===== config.mk =====
export PLATFORM = sky130hd
export DESIGN_NAME = bib_initiator
export DESIGN_NICKNAME = d
export VERILOG_FILES = /design/src/rtl/bib_pkg.sv /design/src/rtl/bib_datapath.sv /design/src/rtl/bib_control.sv /design/src/rtl/bib_initiator.sv
export SDC_FILE = /design/constraint.sdc
export NUM_CORES = 1
export LEC_CHECK = 0
export ABC_AREA = 1
export BUFFER_PORTS_ARGS = -buffer_cell sky130_fd_sc_hd__buf_2
export CAP_MARGIN = 15
export CORE_UTILIZATION = 49
export DETAILED_ROUTE_END_ITERATION = 8
export PLACE_DENSITY = 0.83
export SLEW_MARGIN = 20
export SYNTH_ARGS = -nofsm -noshare
export SYNTH_HDL_FRONTEND = slang
export SYNTH_SLANG_ARGS = --single-unit

===== constraint.sdc =====
create_clock -name clk -period 4.8 [get_ports clk]
set_input_delay 1.2 -clock clk [delete_from_list [all_inputs] [get_ports clk]]
set_output_delay 1.2 -clock clk [all_outputs]
set_load 0.03 [all_outputs]

===== src/rtl/bib_pkg.sv =====
`timescale 1ns/1ps
package bib_pkg;

  typedef enum logic [2:0] {
    ST_IDLE,
    ST_REQ,
    ST_ADDR,
    ST_DATA,
    ST_TURN
  } ctlState_t;

  // strobes from sequencer to datapath
  typedef struct packed {
    logic load;   // capture a new command
    logic step;   // one word crossed the bus
  } dpStrobe_t;

  localparam logic [3:0] CMD_MEM_RD = 4'b0110;
  localparam logic [3:0] CMD_MEM_WR = 4'b0111;

endpackage


===== src/rtl/bib_datapath.sv =====
`timescale 1ns/1ps
module bib_datapath
  import bib_pkg::*;
#(
  parameter int W  = 32,
  parameter int CW = 16
) (
  input  logic          clk,
  input  logic          rstN,
  input  dpStrobe_t     strobe,
  input  logic          cmdWrite,
  input  logic [W-1:0]  cmdAddr,
  input  logic [CW-1:0] cmdCount,
  output logic [W-1:0]  curAddr,
  output logic          curWrite,
  output logic [CW-1:0] movedCount,
  output logic          remIsOne,
  output logic          remIsZero
);

  localparam int BYTES = W / 8;

  logic [W-1:0]  addrQ;
  logic [CW-1:0] remQ;
  logic [CW-1:0] movedQ;
  logic          writeQ;

  always_ff @(posedge clk or negedge rstN) begin
    if (!rstN) begin
      addrQ  <= '0;
      remQ   <= '0;
      movedQ <= '0;
      writeQ <= 1'b0;
    end else if (strobe.load) begin
      addrQ  <= cmdAddr;
      remQ   <= cmdCount;
      movedQ <= '0;
      writeQ <= cmdWrite;
    end else if (strobe.step) begin
      addrQ  <= addrQ + W'(BYTES);
      remQ   <= remQ - CW'(1);
      movedQ <= movedQ + CW'(1);
    end
  end

  assign curAddr    = addrQ;
  assign curWrite   = writeQ;
  assign movedCount = movedQ;
  assign remIsOne   = (remQ == CW'(1));
  assign remIsZero  = (remQ == '0);

endmodule


===== src/rtl/bib_control.sv =====
`timescale 1ns/1ps
module bib_control
  import bib_pkg::*;
(
  input  logic      clk,
  input  logic      rstN,
  input  logic      cmdValid,
  input  logic      busGnt,
  input  logic      trdyIn,
  input  logic      stopIn,
  input  logic      wrAvail,
  input  logic      rdFull,
  input  logic      curWrite,
  input  logic      remIsOne,
  output dpStrobe_t strobe,
  output logic      cmdReady,
  output logic      busReq,
  output logic      isAddr,
  output logic      frameOut,
  output logic      frameOe,
  output logic      irdyOut,
  output logic      irdyOe,
  output logic      adOe,
  output logic      xfer,
  output logic      doneValid
);

  ctlState_t stateQ, stateD;
  logic      endPendQ;   // grant lost: next word is the last
  logic      accept;
  logic      inData;
  logic      canMove;

  assign inData   = (stateQ == ST_DATA);
  assign isAddr   = (stateQ == ST_ADDR);
  assign cmdReady = (stateQ == ST_IDLE);
  assign accept   = cmdValid && cmdReady;
  assign busReq   = (stateQ == ST_REQ);

  // local side throttles when it has nothing to give or no room to take
  assign canMove  = curWrite ? wrAvail : !rdFull;
  assign irdyOe   = inData;
  assign irdyOut  = inData && canMove;
  assign xfer     = irdyOut && trdyIn;

  assign frameOe  = isAddr || inData;
  assign frameOut = isAddr || (inData && !remIsOne && !endPendQ);
  assign adOe     = isAddr || (inData && curWrite);

  assign doneValid = (stateQ == ST_TURN);

  always_comb begin
    strobe.load = accept;
    strobe.step = xfer;
  end

  always_comb begin
    stateD = stateQ;
    unique case (stateQ)
      ST_IDLE: if (accept) stateD = busGnt ? ST_ADDR : ST_REQ;
      ST_REQ:  if (busGnt) stateD = ST_ADDR;
      ST_ADDR: stateD = ST_DATA;
      ST_DATA: if (stopIn || (xfer && (remIsOne || endPendQ))) stateD = ST_TURN;
      ST_TURN: stateD = ST_IDLE;
      default: stateD = ST_IDLE;
    endcase
  end

  always_ff @(posedge clk or negedge rstN) begin
    if (!rstN) begin
      stateQ   <= ST_IDLE;
      endPendQ <= 1'b0;
    end else begin
      stateQ <= stateD;
      if (!inData)      endPendQ <= 1'b0;
      else if (!busGnt) endPendQ <= 1'b1;
    end
  end

endmodule


===== src/rtl/bib_initiator.sv =====
`timescale 1ns/1ps
module bib_initiator
  import bib_pkg::*;
#(
  parameter int W  = 32,
  parameter int CW = 16
) (
  input  logic          clk,
  input  logic          rstN,
  input  logic          cmdValid,
  output logic          cmdReady,
  input  logic          cmdWrite,
  input  logic [W-1:0]  cmdAddr,
  input  logic [CW-1:0] cmdCount,
  input  logic [W-1:0]  wrData,
  input  logic          wrAvail,
  output logic          wrPop,
  output logic [W-1:0]  rdData,
  output logic          rdPush,
  input  logic          rdFull,
  output logic          doneValid,
  output logic [CW-1:0] doneCount,
  output logic          doneEarly,
  output logic [W-1:0]  doneAddr,
  output logic          busReq,
  input  logic          busGnt,
  output logic          frameOut,
  output logic          frameOe,
  output logic          irdyOut,
  output logic          irdyOe,
  input  logic          trdyIn,
  input  logic          stopIn,
  output logic [W-1:0]  adOut,
  output logic          adOe,
  input  logic [W-1:0]  adIn,
  output logic [3:0]    cbeOut
);

  dpStrobe_t     strobe;
  logic [W-1:0]  curAddr;
  logic          curWrite;
  logic          remIsOne;
  logic          remIsZero;
  logic          isAddr;
  logic          xfer;

  bib_control u_ctl (
    .clk       (clk),
    .rstN      (rstN),
    .cmdValid  (cmdValid),
    .busGnt    (busGnt),
    .trdyIn    (trdyIn),
    .stopIn    (stopIn),
    .wrAvail   (wrAvail),
    .rdFull    (rdFull),
    .curWrite  (curWrite),
    .remIsOne  (remIsOne),
    .strobe    (strobe),
    .cmdReady  (cmdReady),
    .busReq    (busReq),
    .isAddr    (isAddr),
    .frameOut  (frameOut),
    .frameOe   (frameOe),
    .irdyOut   (irdyOut),
    .irdyOe    (irdyOe),
    .adOe      (adOe),
    .xfer      (xfer),
    .doneValid (doneValid)
  );

  bib_datapath #(.W(W), .CW(CW)) u_dp (
    .clk        (clk),
    .rstN       (rstN),
    .strobe     (strobe),
    .cmdWrite   (cmdWrite),
    .cmdAddr    (cmdAddr),
    .cmdCount   (cmdCount),
    .curAddr    (curAddr),
    .curWrite   (curWrite),
    .movedCount (doneCount),
    .remIsOne   (remIsOne),
    .remIsZero  (remIsZero)
  );

  assign doneEarly = !remIsZero;
  assign doneAddr  = curAddr;

  assign adOut  = isAddr ? curAddr : wrData;
  assign cbeOut = isAddr ? (curWrite ? CMD_MEM_WR : CMD_MEM_RD) : 4'b0000;
  assign wrPop  = xfer && curWrite;
  assign rdPush = xfer && !curWrite;
  assign rdData = adIn;

endmodule


## Word-level counts from Yosys, hierarchy flattened

Cells that the tools add are included.
Widths: inputs -> output; s select.

| operators by class | value |
|---|---|
| $add $sub $neg | 3 |
| eq/ne operators | 9 |
| muxes and demuxes | 17 |
| reduce and logical (&&, ||, !) cells | 23 |

Operators by type and width:

| cell | number |
|---|---|
| $mux 32 | 3 |
| $mux 16 | 4 |
| $add 32x3->32 const B | 1 |
| $add 16x1->16 const B | 1 |
| $eq 16x1->1 const B | 1 |
| $logic_not 16->1 | 1 |
| $sub 16x1->16 const B | 1 |
| $mux 3 | 4 |
| $pmux 3 s4 | 1 |
| $logic_and 1x1->1 | 9 |
| $eq 3x2->1 const B | 2 |
| $ne 2x2->1 const B | 3 |
| $logic_not 1->1 | 5 |
| $logic_or 1x1->1 | 5 |
| $mux 1 | 4 |
| $eq 3x1->1 const B | 1 |
| $eq 3x3->1 const B | 1 |
| $logic_not 3->1 | 1 |
| $reduce_and 3->1 | 1 |
| $mux 2 | 1 |
| $ne 2x1->1 const B | 1 |
| $reduce_bool 2->1 | 1 |

| storage, ports and cells | value |
|---|---|
| register bits after elaboration | 69 |
| output and inout bits | 127 |

## Depth between registers and ports, before layout

| depth | value |
|---|---|
| word-level depth | 8 |
| mapped depth | 11 |
| mapped depth without buffers | 11 |

## By module

From an unflattened synthesis, not the netlist that was laid out.

| second synthesis, totals | value |
|---|---|
| cells, all modules | 781 |
| area total of the unflattened synthesis | 5154.9 um2 |

By module, submodules not included:

| module | times used | cells each | area an instance (um2) | seq. area each (um2) |
|---|---|---|---|---|
| bib_datapath | 1 | 584 | 4101.4 | 1626.6 |
| bib_initiator | 1 | 147 | 726.9 | 0.0 |
| bib_control | 1 | 50 | 326.6 | 100.1 |

## Least setup slack after synthesis

No wires, ideal clock.

| timing path | value |
|---|---|
| kind | input to output |
| start | input rdFull |
| end | output rdPush |
| arrival time | 2.101 ns |
| required time | 3.600 ns |
| slack | 1.499 ns |
| stages | 4 |
| path through | o21ai_2 -> nand3_4 -> buf_2 -> nor2_1 |

| between the ends | value |
|---|---|
| longest elaborated chain between the ends | 5 |

Ends and longest elaborated chain:

| element | RTL line | RTL |
|---|---|---|
| start, declared | bib_initiator.sv:20 | `input logic rdFull,` |
| $logic_not 1->1 | bib_control.sv:41 | `assign canMove = curWrite ? wrAvail : !rdFull;` |
| $mux 1 | bib_control.sv:41 |  |
| $logic_and 1x1->1 | bib_control.sv:43 | `assign irdyOut = inData && canMove;` |
| $logic_and 1x1->1 | bib_control.sv:44 | `assign xfer = irdyOut && trdyIn;` |
| $logic_and 1x1->1 | bib_initiator.sv:91 | `assign rdPush = xfer && !curWrite;` |
| end, declared | bib_initiator.sv:19 | `output logic rdPush,` |

No other way between the ends.

## Worst setup path after layout

| timing path | value |
|---|---|
| start | register u_ctl.stateQ[2] |
| end | output adOut[8] |

| between the ends | value |
|---|---|
| longest elaborated chain between the ends | 2 |

Ends and longest elaborated chain:

| element | RTL line | RTL |
|---|---|---|
| start, declared | bib_control.sv:28 | `ctlState_t stateQ, stateD;` |
| start signal, assigned | bib_control.sv:74 | `stateQ <= stateD;` |
| $eq 3x2->1 | bib_control.sv:35 | `assign isAddr = (stateQ == ST_ADDR);` |
| $mux 32 | bib_initiator.sv:88 | `assign adOut = isAddr ? curAddr : wrData;` |
| end, declared | bib_initiator.sv:33 | `output logic [W-1:0] adOut,` |

No other way between the ends.

==> impl_metrics.toml <==
[route]
drc = 0
via_per_inst = 5.24
drt_wl_total_um = 15500
postRouteAntennaNets = 0
routedWlPerCell_um = 13.9
drt_iter0_markers = 415
num_vias = 5848
firstDrtPassIters = 5

[logic_synthesis]
synth_edf_count = 0
synth_area_leaders = "dfrtp_1 33%, nand2_1 19%, nor2_1 8.8%"
syn_nets = 971
synth.avg_cell_area_sq_um = 6.28
syn_area_sq_um = 5310
synth_top_area_share_pct = 32.5
ys_warn_count = 0
synth_cell_type_count = 39
synth_area_leader_cell = "dfrtp_1"
seq_area_frac_synth_pct = 32.5
synthFlopType = "dfrtp_1"
ys_async_sr_fraction_pct = 100
syn_inst = 845
ys_ff_latch = 69

[critical_path]
end_kind = "output port"
startpoint_type = "register"
crit_top_cell = "inv_2"
cpMaxStageDelayCell = "dfrtp_1"
crit_type = "register to output port"
crit_chain = "inv_2 > nand2_1 > nor2_2 > inv_2 > o21ai_0 > buf_2"
cp.arrival_ns = 2.47
slowest_delay_ns = 0.42
cp_max_fo = 62
rrSetupSlack_ns = 2.19
cp.required_ns = 3.60

[pwr]
power.density_nw_per_um2 = 637
leakagePower_nw = 3.28
irDropWorstVdd_mv = 0.331

[cells_and_area]
final_layout_size_suffix_gt1_share_pct = 22.2
fin_area_sq_um = 6200
syn2layout_area_growth_pct = 16.8
layout_commonest_cell = "nand2_1"
layout.nets = 1101
n_antenna_cell = 0
final_cell_mix = "264 x nand2_1, 182 x buf_2, 125 x nor2_1"

[die]
die_h_um = 106
top_level_ports = 248
start_util_pct = 50.9
dieArea_sq_um = 11200
row_count = 37
die_w_um = 106
coreArea_sq_um = 10400

[place]
place_congestion = 0.921
dpl.hpwl_um = 11500
port_buffers = 182
placed_area_sq_um = 5970

[cts]
clockBufferDepth = 2
cts_tree = "yes"
clk_latency_ns = 0.35
clkTransAtPathRegs_ns = 0.08
clock_sinks = 69
cts_resized = 0
cts_hold_buf = 0
cts_made_buffers = 9
post_cts_buffers = 0
cts_root_buf = "clkbuf_8"
cts_max_level = 3

[global_routing]
grt_pass1_wl_um = 25100
track_usage_pct = 28.0
grt_antenna_before_repair = 0
grt_overflow_total = 0
grt_pass1_vias = 5143
grt_start_max_net_pins = 63

[timing]
fmax_ghz = 0.272
fin_crit_ns = 3.67
rsz0062_at_grt = "false"
worst_pin_slew_ns = 0.822
drv_slew = 0
hold_violations = 0
slew_headroom_pct = 45.1
timing.final.crit_share_pct = 76.5
finalSetupTns_ns = 0
skew_ns = 0.00591
setup_violations = 0

[hold_path]
hold_class = "register to register"

[run_status]
status = "finished, final reports clean"

[job]
max_cap_violations = 0
## stage by stage
| step | utilization, % | power [mW] | hold WS (ns) | worst slack [ns] | std cells |
|---|---|---|---|---|---|
| floorplan | - | 2.85 | 0.479 | 1.50 | 845 |
| global placement | 57.3 | 3.37 | 0.498 | 1.43 | 1100 |
| detailed placement | 57.3 | 3.41 | 0.507 | 1.45 | 1100 |
| CTS | 59.5 | 3.96 | 0.523 | 1.07 | 1116 |
| global route | 59.5 | 4.25 | 0.545 | 0.929 | 1116 |
| finish | 59.5 | 3.95 | 0.523 | 1.13 | 1116 |
## power breakdown
| part | total, mW | switching [mW] | internal (mW) |
|---|---|---|---|
| Clock | 0.544 | 0.224 | 0.320 |
| Combinational | 2.35 | 1.70 | 0.649 |
| Sequential | 1.06 | 0.270 | 0.787 |
## cell usage after synthesis (3+ instances only)
| library cell | n |
|---|---|
| nand2_1 | 264 |
| buf_4 | 39 |
| buf_2 | 12 |
| inv_2 | 4 |
| o22ai_1 | 5 |
| clkbuf_1 | 10 |
| o21ai_0 | 63 |
| nor2_2 | 6 |
| ha_1 | 5 |
| o211ai_1 | 7 |
| buf_6 | 3 |
| o21bai_1 | 3 |
| nand3_1 | 75 |
| dfrtp_1 | 69 |
| a21oi_1 | 20 |
| nor3_1 | 14 |
| a31oi_1 | 3 |
| inv_1 | 73 |
| nand4_1 | 17 |
| nor2_1 | 125 |
| o21ai_1 | 7 |
## critical path, delay by kind of cell (launching register included)
family                 cells  cell delay [ns]
AO/OA/AOI/OAI              1             0.40
buffers and inverters      3             0.81
flip-flops                 1             0.42
AND/OR/NAND/NOR            2             0.48
## cells by family (layout without fill, tap and decap cells)
family | after synthesis | in the layout | synth area share [%]
AOI/OAI and AO/OA | 114 | 114 | 11.7
xor gates and xnor gates | 2 | 2 | 0.330
adders and majority gates | 5 | 5 | 1.18
buffers and inverters | 143 | 278 | 13.8
DFF | 69 | 69 | 32.5
other | 1 | 1 | 0.0707
and+or+nand+nor | 511 | 511 | 40.3
## worst paths after layout
check | from | endpoint | cells after the start
setup / recovery | u_ctl.stateQ[2]$_DFFE_PN0P_ | adOut[8] | 6
hold / removal | u_dp.remQ[14]$_DFFE_PN0P_ | u_dp.remQ[14]$_DFFE_PN0P_ | 2
setup reg to reg | u_ctl.stateQ[0]$_DFFE_PN0P_ | u_dp.curAddr[21]$_DFFE_PN0P_ | 8
hold reg to reg | u_dp.remQ[14]$_DFFE_PN0P_ | u_dp.remQ[14]$_DFFE_PN0P_ | 2
max in group asynchronous | rstN | u_dp.curAddr[31]$_DFFE_PN0P_ | 2
min in group asynchronous | rstN | u_dp.movedCount[8]$_DFFE_PN0P_ | 1
## layer usage
layer	routed length [um]	GRT usage [%]	vias up	part of all wire, %
met1	6600	37.1	2643	42
met2	7520	46.2	237	48
met4	276	8.53	0	1.8
met5	0	0	-	0
met3	1150	5.27	24	7.4
li1	-	-	2944	-
## area by class of cell
type | count | area [sq um]
Sequential cell | 69 | 1730
Clock inverter | 4 | 70.1
Tap cell | 136 | 170
Clock buffer | 12 | 155
Timing Repair Buffer | 184 | 926
Fill cell | 1063 | 4220
Inverter | 78 | 295
Multi-Input combinational cell | 633 | 2850
## flip-flops by register name, indices dropped and copies added (netlist names)
signal,cells
u_dp.curAddr,32
u_dp.remQ,16
u_ctl.stateQ,3
u_ctl.endPendQ,1
u_dp.movedCount,16
u_dp.curWrite,1
Note: power is estimated with default switching activity, not from simulation.
